## src/rtl/modem_loop_pkg.sv

```systemverilog
package modem_loop_pkg;
  localparam int CTRL_W = 8;
  localparam int LINES  = 4;
  localparam int STAT_W = 2 * LINES;

  // Positions inside the status register.
  localparam int ST_DCTS = 0;
  localparam int ST_DDSR = 1;
  localparam int ST_TERI = 2;
  localparam int ST_DDCD = 3;
  localparam int ST_CTS  = 4;
  localparam int ST_DSR  = 5;
  localparam int ST_RI   = 6;
  localparam int ST_DCD  = 7;

  // Positions inside the control register.
  localparam int MC_DTR  = 0;
  localparam int MC_RTS  = 1;
  localparam int MC_AUX1 = 2;
  localparam int MC_AUX2 = 3;

  typedef struct packed {
    logic clearAll;
    logic mirror;
  } loopStrobe_t;
endpackage

```

## src/rtl/modem_loop_ctrl.sv

```systemverilog
module modem_loop_ctrl
  import modem_loop_pkg::*;
(
  input  logic        loopEn,
  input  logic        rdClr,
  output loopStrobe_t strb
);
  always_comb begin
    strb.clearAll = rdClr;
    strb.mirror   = loopEn && !rdClr;
  end
endmodule

```

## src/rtl/modem_loop_dp.sv

```systemverilog
module modem_loop_dp
  import modem_loop_pkg::*;
(
  input  logic              clk,
  input  logic              rstN,
  input  logic [LINES-1:0]  ctrlBits,
  input  loopStrobe_t       strb,
  output logic [STAT_W-1:0] stat
);
  logic [STAT_W-1:0] statQ;
  logic [LINES-1:0]  mirrorNext;
  logic [LINES-1:0]  deltaHit;

  always_comb begin
    mirrorNext[ST_CTS-LINES] = ctrlBits[MC_RTS];
    mirrorNext[ST_DSR-LINES] = ctrlBits[MC_DTR];
    mirrorNext[ST_RI-LINES]  = ctrlBits[MC_AUX1];
    mirrorNext[ST_DCD-LINES] = ctrlBits[MC_AUX2];

    deltaHit[ST_DCTS] = ctrlBits[MC_RTS]  != statQ[ST_CTS];
    deltaHit[ST_DDSR] = ctrlBits[MC_DTR]  != statQ[ST_DSR];
    deltaHit[ST_TERI] = !ctrlBits[MC_AUX1] && statQ[ST_RI];
    deltaHit[ST_DDCD] = ctrlBits[MC_AUX2] != statQ[ST_DCD];
  end

  always_ff @(posedge clk) begin
    if (!rstN || strb.clearAll) begin
      statQ <= '0;
    end else if (strb.mirror) begin
      statQ <= {mirrorNext, statQ[LINES-1:0] | deltaHit};
    end
  end

  assign stat = statQ;
endmodule

```

## src/rtl/modem_loop_status.sv

```systemverilog
module modem_loop_status
  import modem_loop_pkg::*;
(
  input  logic              clk,
  input  logic              rstN,
  input  logic              loopEn,
  input  logic              rdClr,
  input  logic [CTRL_W-1:0] modemCtrl,
  output logic [STAT_W-1:0] modemStat
);
  loopStrobe_t strb;

  modem_loop_ctrl uCtrl (
    .loopEn (loopEn),
    .rdClr  (rdClr),
    .strb   (strb)
  );

  modem_loop_dp uDp (
    .clk      (clk),
    .rstN     (rstN),
    .ctrlBits (modemCtrl[LINES-1:0]),
    .strb     (strb),
    .stat     (modemStat)
  );
endmodule

```

## config.mk

```make
export PLATFORM = sky130hd
export DESIGN_NAME = modem_loop_status
export DESIGN_NICKNAME = d
export VERILOG_FILES = /design/src/rtl/modem_loop_pkg.sv /design/src/rtl/modem_loop_ctrl.sv /design/src/rtl/modem_loop_dp.sv /design/src/rtl/modem_loop_status.sv
export SDC_FILE = /design/constraint.sdc
export NUM_CORES = 1
export LEC_CHECK = 0
export BUFFER_PORTS_ARGS = -buffer_cell sky130_fd_sc_hd__buf_2
export CAP_MARGIN = 10
export CORE_AREA = 2 2 39 41
export CTS_BUF_LIST = sky130_fd_sc_hd__clkbuf_16
export DETAILED_ROUTE_END_ITERATION = 10
export DIE_AREA = 0 0 41 43
export PLACE_DENSITY = 0.59
export SYNTH_ARGS = -nofsm -noshare
export SYNTH_HDL_FRONTEND = slang
export SYNTH_SLANG_ARGS = --single-unit
```

## constraint.sdc

```tcl
create_clock -name clk -period 2.15 [get_ports clk]
set_clock_uncertainty 0.2 [all_clocks]
set_input_delay 0.215 -clock clk [delete_from_list [all_inputs] [get_ports clk]]
set_output_delay 0.215 -clock clk [all_outputs]
set_load 0.03 [all_outputs]
```

# Yosys cells after proc, flatten, opt, wreduce, memory -nomap -nowiden

Index checks and enable logic that the tools add are counted.

Flip-flop bits (word level): 8
Output and inout port bits: 8
Logic and storage cells: 11

Equality and inequality tests: 3
Bitwise operators: 1
Reduce and logical (&&, ||, !) cells: 6

Operator list:

| cell                  | number |
|---|---|
| OR 4 bit              | 1 |
| logical NOT 1 bit     | 3 |
| inequality test 1 bit | 3 |
| logical AND 1 bit     | 2 |
| logical OR 1 bit      | 1 |

# Logic depth before layout (Yosys ltp)

Gate-level depths: netlist of the first run.

Word-level depth: 3
Depth in mapped cells: 3
Mapped depth without buffers: 2

# Modules after synthesis

A second synthesis of the first run with hierarchy kept.

Cells, all modules: 34
Area total of the unflattened synthesis: 367.9 µm²

By module, submodules not included:

| module          | instances | cells each | area each (µm²) | seq. area each (µm²) |
|---|---|---|---|---|
| modem_loop_dp   | 1         | 32         | 346.6           | 160.2 |
| modem_loop_ctrl | 1         | 2          | 21.3            | 0.0 |

# Worst setup path after synthesis of the first run

No wires, ideal clock.

Kind: register to register
Start point: register uDp.statQ[7] (netlist: uDp.stat[7])
End point: register uDp.statQ[3] (netlist: uDp.stat[3])
Arrival time: 767 ps
Setup slack: 1,058 ps
Stages on the path, launching flop included: 3
Clock period less this slack: 1,092 ps
Cell sequence: dfxtp_1 > xnor2_1 > o22ai_2

Word-level cells in the longest chain between the ends: 2

Ends and longest elaborated chain:

| what                   | RTL line            | source |
|---|---|---|
| from (decl)            | modem_loop_dp.sv:10 | `logic [STAT_W-1:0] statQ;` |
| from (signal assigned) | modem_loop_dp.sv:30 | `statQ <= {mirrorNext, statQ[LINES-1:0] \| deltaHit};` |
| inequality test 1 bit  | modem_loop_dp.sv:23 | `deltaHit[ST_DDCD] = ctrlBits[MC_AUX2] != statQ[ST_DCD];` |
| OR 4 bit               | modem_loop_dp.sv:30 |  |

Every way passes these cells.
A chain may end at the register's enable or synchronous reset.

# Worst setup path after layout of the first run

Start point: register uDp.statQ[5] (netlist: uDp.stat[5])
End point: output modemStat[5]

RTL lines:

| what      | RTL line               | source |
|---|---|---|
| to (decl) | modem_loop_status.sv:9 | `output logic [STAT_W-1:0] modemStat` |

No word-level cell between the ends.

==> results of run 1 <==
==> cell usage in the layout, fill, tap and decap left out <==
cell type  Yosys  layout
a21oi_2        1       1
dfxtp_1        8       8
clkbuf_16      0       3
nand2b_1       1       1
nor2_1         4       4
buf_2          0      15
inv_1          4       4
xnor2_1        3       3
o22ai_2        3       3
nand3b_1       1       1
mux2i_1        4       4
nand3b_2       1       1
==> cell usage after synthesis (all sizes together) <==
master  number
buf          2
inv          4
nand3b       2
a21oi        1
xnor2        3
nor2         4
nand2b       1
mux2i        4
o22ai        3
dfxtp        8
==> power groups by stage <==
stage	registers, uW	logic, uW	clock network [uW]
2_1_floorplan	170	24.1	0
3_3_place_gp	160	46.0	0
5_1_grt	158	49.6	325
4_1_cts	158	46.6	317
6_report	157	45.9	308
3_5_place_dp	160	46.5	0
==> per-stage QoR <==
stage	utilization	hold slack [ns]	area [sq um]	instances
after floorplan	-	0.162	347	32
after global placement	0.306	0.238	423	61
after detailed placement	0.306	0.247	423	61
after CTS	0.360	0.0489	498	64
after global routing	0.360	0.0513	498	64
final	0.360	0.0457	498	64
==> logic make-up (layout without fill, tap and decap cells) <==
kind of cell,count (synthesis),after routing,share of synthesized area
flip-flops,8,8,0.462
AND/OR/NAND/NOR,7,7,0.116
buffers and inverters,6,22,0.0975
multiplexers,4,4,0.116
XOR/XNOR,3,3,0.0758
AO/OA/AOI/OAI,4,4,0.134
==> layout make-up <==
type                    instances  area, sq um
clock buffers                   3         75.1
fillers                       136          886
well taps                      16         20.0
inverters                       4         15.0
flip-flops and latches          8          160
multi-input cells              18          153
repair buffers                 15         75.1
==> final timing paths <==
kind	slack, ns	startpoint	cells past startpoint	endpoint
max	0.95	uDp.stat[5]	1	modemStat[5]
min	0.05	modemCtrl[2]	3	uDp.stat[6]
min reg2reg	0.25	uDp.stat[2]	2	uDp.stat[2]
max reg2reg	1.24	uDp.stat[7]	2	uDp.stat[3]
==> layer usage <==
metal,vias to the layer above,GRT usage
met1,109,0.114
met2,11,0.113
met5,-,0
met4,0,0.0600
met3,0,0.0628
li1,135,-
==> results by group, run 1 <==
Drt
  – WL met2: 276 um
  – Final wirelength: 619 um
  – Vias: 255
  – Max layer used: met3
  – Met3 wire length: 45 um
  – Iteration-0 DRC count of the detailed router: 4
  – WL/cell: 9.67 um
  – Vias per Instance: 3.98
  – Wl on met1: 297 um
  – DRC: 0
  – First drt pass iteration count: 4
  – Final ANT Viol Nets: 0

Cells and area
  – Max reg flops: 8
  – Nets@finish: 62
  – Share of layout cells above drive strength 1: 0.479
  – Final antenna diode count: 0
  – Layout area overhead: 43.7%

Global routing
  – Vias in the first global route: 264
  – Initial antenna violation count: 0
  – First-pass GRT wire length: 1.06 mm
  – Largest net degree at the start of global routing: 9
  – Global-route usage over all layers: 0.0926
  – Total grt overflow: 0

Setup path
  – WP data arrival: 0.79 ns
  – Buf/Inv on CP: 1
  – Crit path kind: flip-flop to output pin
  – Slowest CP cell: dfxtp_1
  – Critical path's top delay family: flip-flops
  – Critical path cell sequence: buf_2
  – CP Launch Type: flip-flop
  – Crit end category: output pin
  – CP peak stage delay: 0.35 ns
  – Crit-path max FO: 3
  – Critical Path RT: 1.74 ns

Clock tree
  – Post-CTS Setup Inserts: 0
  – Cts repair resizes: 0
  – Cts hold-fix bufs: 0
  – CTS buffer count: 3
  – CTS tree: built
  – Max H-tree Level: 1
  – Clock Sinks: 8
  – Root Driver: clkbuf_16
  – Clk Latency, worst-skew pair: 0.23 ns
  – Clk buf depth: 2
  – CTS clk-pin slew, worst paths: 0.04 ns

Synthesis
  – Sequential share of the synthesized area: 0.462
  – Synth Warn #: 0
  – Netlist cell types: 12
  – Post-synthesis area per instance: 10.8 sq um
  – Post-synthesis net count: 44
  – Top cell type's share of synthesized area: 0.462
  – Synthesized flop and latch total: 8
  – Top cells by area, synth: dfxtp_1 46%, mux2i_1 12%, o22ai_2 11%, xnor2_1 7.6%, inv_1 4.3%
  – Cell count after synthesis: 32
  – Post-Syn Area: 347 sq um
  – Post-synth top area cell: dfxtp_1

Placement
  – Placer Congestion: 0.555
  – Dpl hpwl: 464 um
  – IO Port Bufs: 15
  – Dpl ws: 1.04 ns

STA
  – Worst-Margin Slew: 0.376 ns
  – Finish-stage setup viols: 0
  – Fin. max-slew vios: 0
  – Slew margin rel.: 0.749
  – Min Tclk post-route: 1.20 ns
  – Max Clock Freq: 830 MHz
  – Period utilization: 0.560
  – RSZ-0062 raised after global routing: false
  – Hold Vio Cnt, Final: 0
  – Final setup margin: 0.946 ns
  – Setup TNS: 0 ns

Power and ir drop
  – Sw Ratio: 0.192
  – Maximum VDD drop: 0.000434 V
  – Clk pwr share: 0.602
  – Tot Pwr: 511 uW
  – Int Power: 413 uW
  – Sw power: 98.3 uW
  – Flop pwr share: 0.308
  – P_leak: 0.000227 uW
  – Power density cells: 1030 nW/um^2
  – Comb power frac: 0.090

Hold path
  – Worst min path class: input pin to flip-flop

Die
  – Die ar.: 1760 sq um
  – Row count: 14
  – Chip height: 43 um
  – Core box area: 1380 sq um
  – Ports: 20
  – Die W: 41 um
  – Initial core utilization: 0.250

Run
  – Max cap viols: 0

Status
  – Outcome: completed
Note: power is estimated with default switching activity, not from simulation.
==> run 2, diff against run 1 <==
--- a/config.mk
+++ b/config.mk
@@ -11,7 +11,7 @@
 export CTS_BUF_LIST = sky130_fd_sc_hd__clkbuf_16
 export DETAILED_ROUTE_END_ITERATION = 10
 export DIE_AREA = 0 0 41 43
-export PLACE_DENSITY = 0.59
+export PLACE_DENSITY = 0.61
 export SYNTH_ARGS = -nofsm -noshare
 export SYNTH_HDL_FRONTEND = slang
 export SYNTH_SLANG_ARGS = --single-unit
==> constraint.sdc (replaced) <==
create_clock -name clk -period 1.1 [get_ports clk]
set_clock_uncertainty 0.2 [all_clocks]
set_input_delay 0.11 -clock clk [delete_from_list [all_inputs] [get_ports clk]]
set_output_delay 0.11 -clock clk [all_outputs]
set_load 0.03 [all_outputs]
==> results by group, run 2 (same netlist as run 1, synthesis figures left out) <==
Status
  – Outcome: finished, violations left
  – Violated checks: negative hold slack

Die
  – Chip height: 43 um (unchanged)
  – Ports: 20 (unchanged)
  – Row count: 14 (unchanged)
  – Die ar.: 1760 sq um (unchanged)
  – Core box area: 1380 sq um (unchanged)
  – Die W: 41 um (unchanged)
  – Initial core utilization: 0.250 (unchanged)

Run
  – Max cap viols: 0 (unchanged)

Power and ir drop
  – Comb power frac: 0.095 (+0.005)
  – Flop pwr share: 0.307 (about the same)
  – Sw Ratio: 0.190 (-0.00238)
  – Sw power: 190 uW (+94%)
  – Clk pwr share: 0.598 (-0.004)
  – P_leak: 0.000240 uW (+5.8%)
  – Maximum VDD drop: 0.000889 V (+100%)
  – Power density cells: 1930 nW/um^2 (+88%)
  – Int Power: 813 uW (+97%)

Cells and area
  – Share of layout cells above drive strength 1: 0.469 (-0.00978)
  – Final antenna diode count: 0 (unchanged)
  – Commonest non-fill, non-tap cells in the layout: 11 x buf_2, 8 x dfxtp_1
  – Nets@finish: 63 (+1.6%)
  – Layout area overhead: 50.2%
  – Most common cell after layout, fill and taps aside: buf_2
  – Final instance area: 520 sq um (+4.5%)
  – Max reg flops: 8 (unchanged)

Hold path
  – Min-delay src: modemCtrl[3]
  – Worst min path class: input pin to flip-flop

STA
  – Min Tclk post-route: 1.08 ns
  – Period utilization: 0.980
  – Finish-stage setup viols: 0 (unchanged)
  – Fin. max-slew vios: 0 (unchanged)
  – Hold Vio Cnt, Final: 6 (+6)
  – Worst-Margin Slew: 0.376 ns (+0.000166 ns)
  – Hold WS: -0.0514 ns (-0.0971 ns)
  – Max Clock Freq: 927 MHz
  – Setup TNS: 0 ns (unchanged)
  – RSZ-0062 raised after global routing: false
  – Slew margin rel.: 0.749 (about the same)

Drt
  – Iteration-0 DRC count of the detailed router: 0 (-4)
  – Final wirelength: 628 um (+1.5%)
  – Vias: 259 (+1.6%)
  – DRC: 0 (unchanged)
  – Final ANT Viol Nets: 0 (unchanged)
  – First drt pass iteration count: 1 (-3)
  – WL/cell: 9.66 um (-0.11%)
  – Vias per Instance: 3.98 (about the same)

Setup path
  – FF-to-FF Start: uDp.stat[5]
  – Slowest CP cell: dfxtp_1
  – Critical path cell sequence: buf_4
  – CP Launch Point: uDp.stat[4]
  – Buf/Inv on CP: 1 (unchanged)
  – Worst r2r path cells: 2 (unchanged)
  – Critical Path RT: 0.79 ns (-0.95 ns)
  – Critical path's top delay family: flip-flops
  – Crit-path max FO: 3 (unchanged)
  – CP Depth: 1 (unchanged)
  – CP peak stage delay: 0.36 ns (about the same)
  – Crit path kind: flip-flop to output pin
  – WP data arrival: 0.77 ns (-0.02 ns)
  – Crit end category: output pin
  – Reg2Reg Capture Point: uDp.stat[1]
  – CP Launch Type: flip-flop
  – End point of the critical path: modemStat[4]
  – R2r setup slk: 0.17 ns (-1.07 ns)

Clock tree
  – CTS clk-pin slew, worst paths: 0.04 ns (about the same)
  – Clk buf depth: 2 (unchanged)
  – CTS buffer count: 3 (unchanged)
  – Post-CTS Setup Inserts: 0 (unchanged)
  – Cts hold-fix bufs: 1 (+1)
  – Clock Sinks: 8 (unchanged)
  – Root Driver: clkbuf_16
  – Clk Latency, worst-skew pair: 0.23 ns (about the same)
  – CTS tree: built
  – Max H-tree Level: 1 (unchanged)

Placement
  – Post-DP Area: 423 sq um (unchanged)
  – Placer Congestion: 0.592 (+6.7%)
  – Dpl hpwl: 452 um (-2.5%)
  – IO Port Bufs: 15 (unchanged)

Global routing
  – Initial antenna violation count: 0 (unchanged)
  – Global-route usage over all layers: 0.0754 (-0.0173)
  – Largest net degree at the start of global routing: 9 (unchanged)
  – Total grt overflow: 0 (unchanged)
  – First-pass GRT wire length: 828 um (-22%)
  – Vias in the first global route: 210 (-20%)
-- run 2: layout make-up --
type	instances	area, sq um
tap	16	20.0
inverter	4	15.0
timing repair buffer	16	97.6
multi-input combinational	18	153
fill	139	863
clock buffer	3	75.1
sequential	8	160
-- run 2: repair_timing --
item                                    in CTS  in global routing
gates resized for setup                      3                  3
pin swaps                                    0                  1
hold endpoints to repair                     8                  6
endpoints found under the setup margin       3                  2
-- run 2: power by group through the flow --
stage / combinational, uW / sequential (uW) / clock (uW)
5_1_grt: 102 / 309 / 625
3_3_place_gp: 89.9 / 312 / 0
2_1_floorplan: 47.1 / 332 / 0
6_report: 95.4 / 308 / 599
3_5_place_dp: 90.5 / 312 / 0
4_1_cts: 95.4 / 308 / 614
-- run 2: worst min-delay path by stage --
stage | cells after the start | to
after global routing | 3 | uDp.stat[7]
after detailed placement | 3 | uDp.stat[6]
after CTS | 3 | uDp.stat[7]
final | 3 | uDp.stat[7]
after global placement | 3 | uDp.stat[6]
after floorplan | 2 | uDp.stat[4]
-- run 2: stage by stage --
step                      utilization  setup slack [ns]  power (uW)  cells  hold slack (ns)
after CTS                       0.373           0.00379        1020     65          -0.0472
after global routing            0.376           0.00325        1040     65          -0.0298
after floorplan                     -           0.00772         379     32           0.0572
after global placement          0.306            0.0967         402     61            0.159
final                           0.376            0.0218        1000     65          -0.0514
after detailed placement        0.306             0.110         403     61            0.175
-- run 2: per-layer routing --
metal | routed length (um) | global-route usage
met2 | 282 | 0.0875
met1 | 277 | 0.0935
met4 | 0 | 0.100
met3 | 67 | 0.0157
met5 | 0 | 0
-- run 2: worst min-delay path, stage by stage --
cell	delay, ns
buf_2	0.10
mux2i_1	0.06
nor2_1	0.07
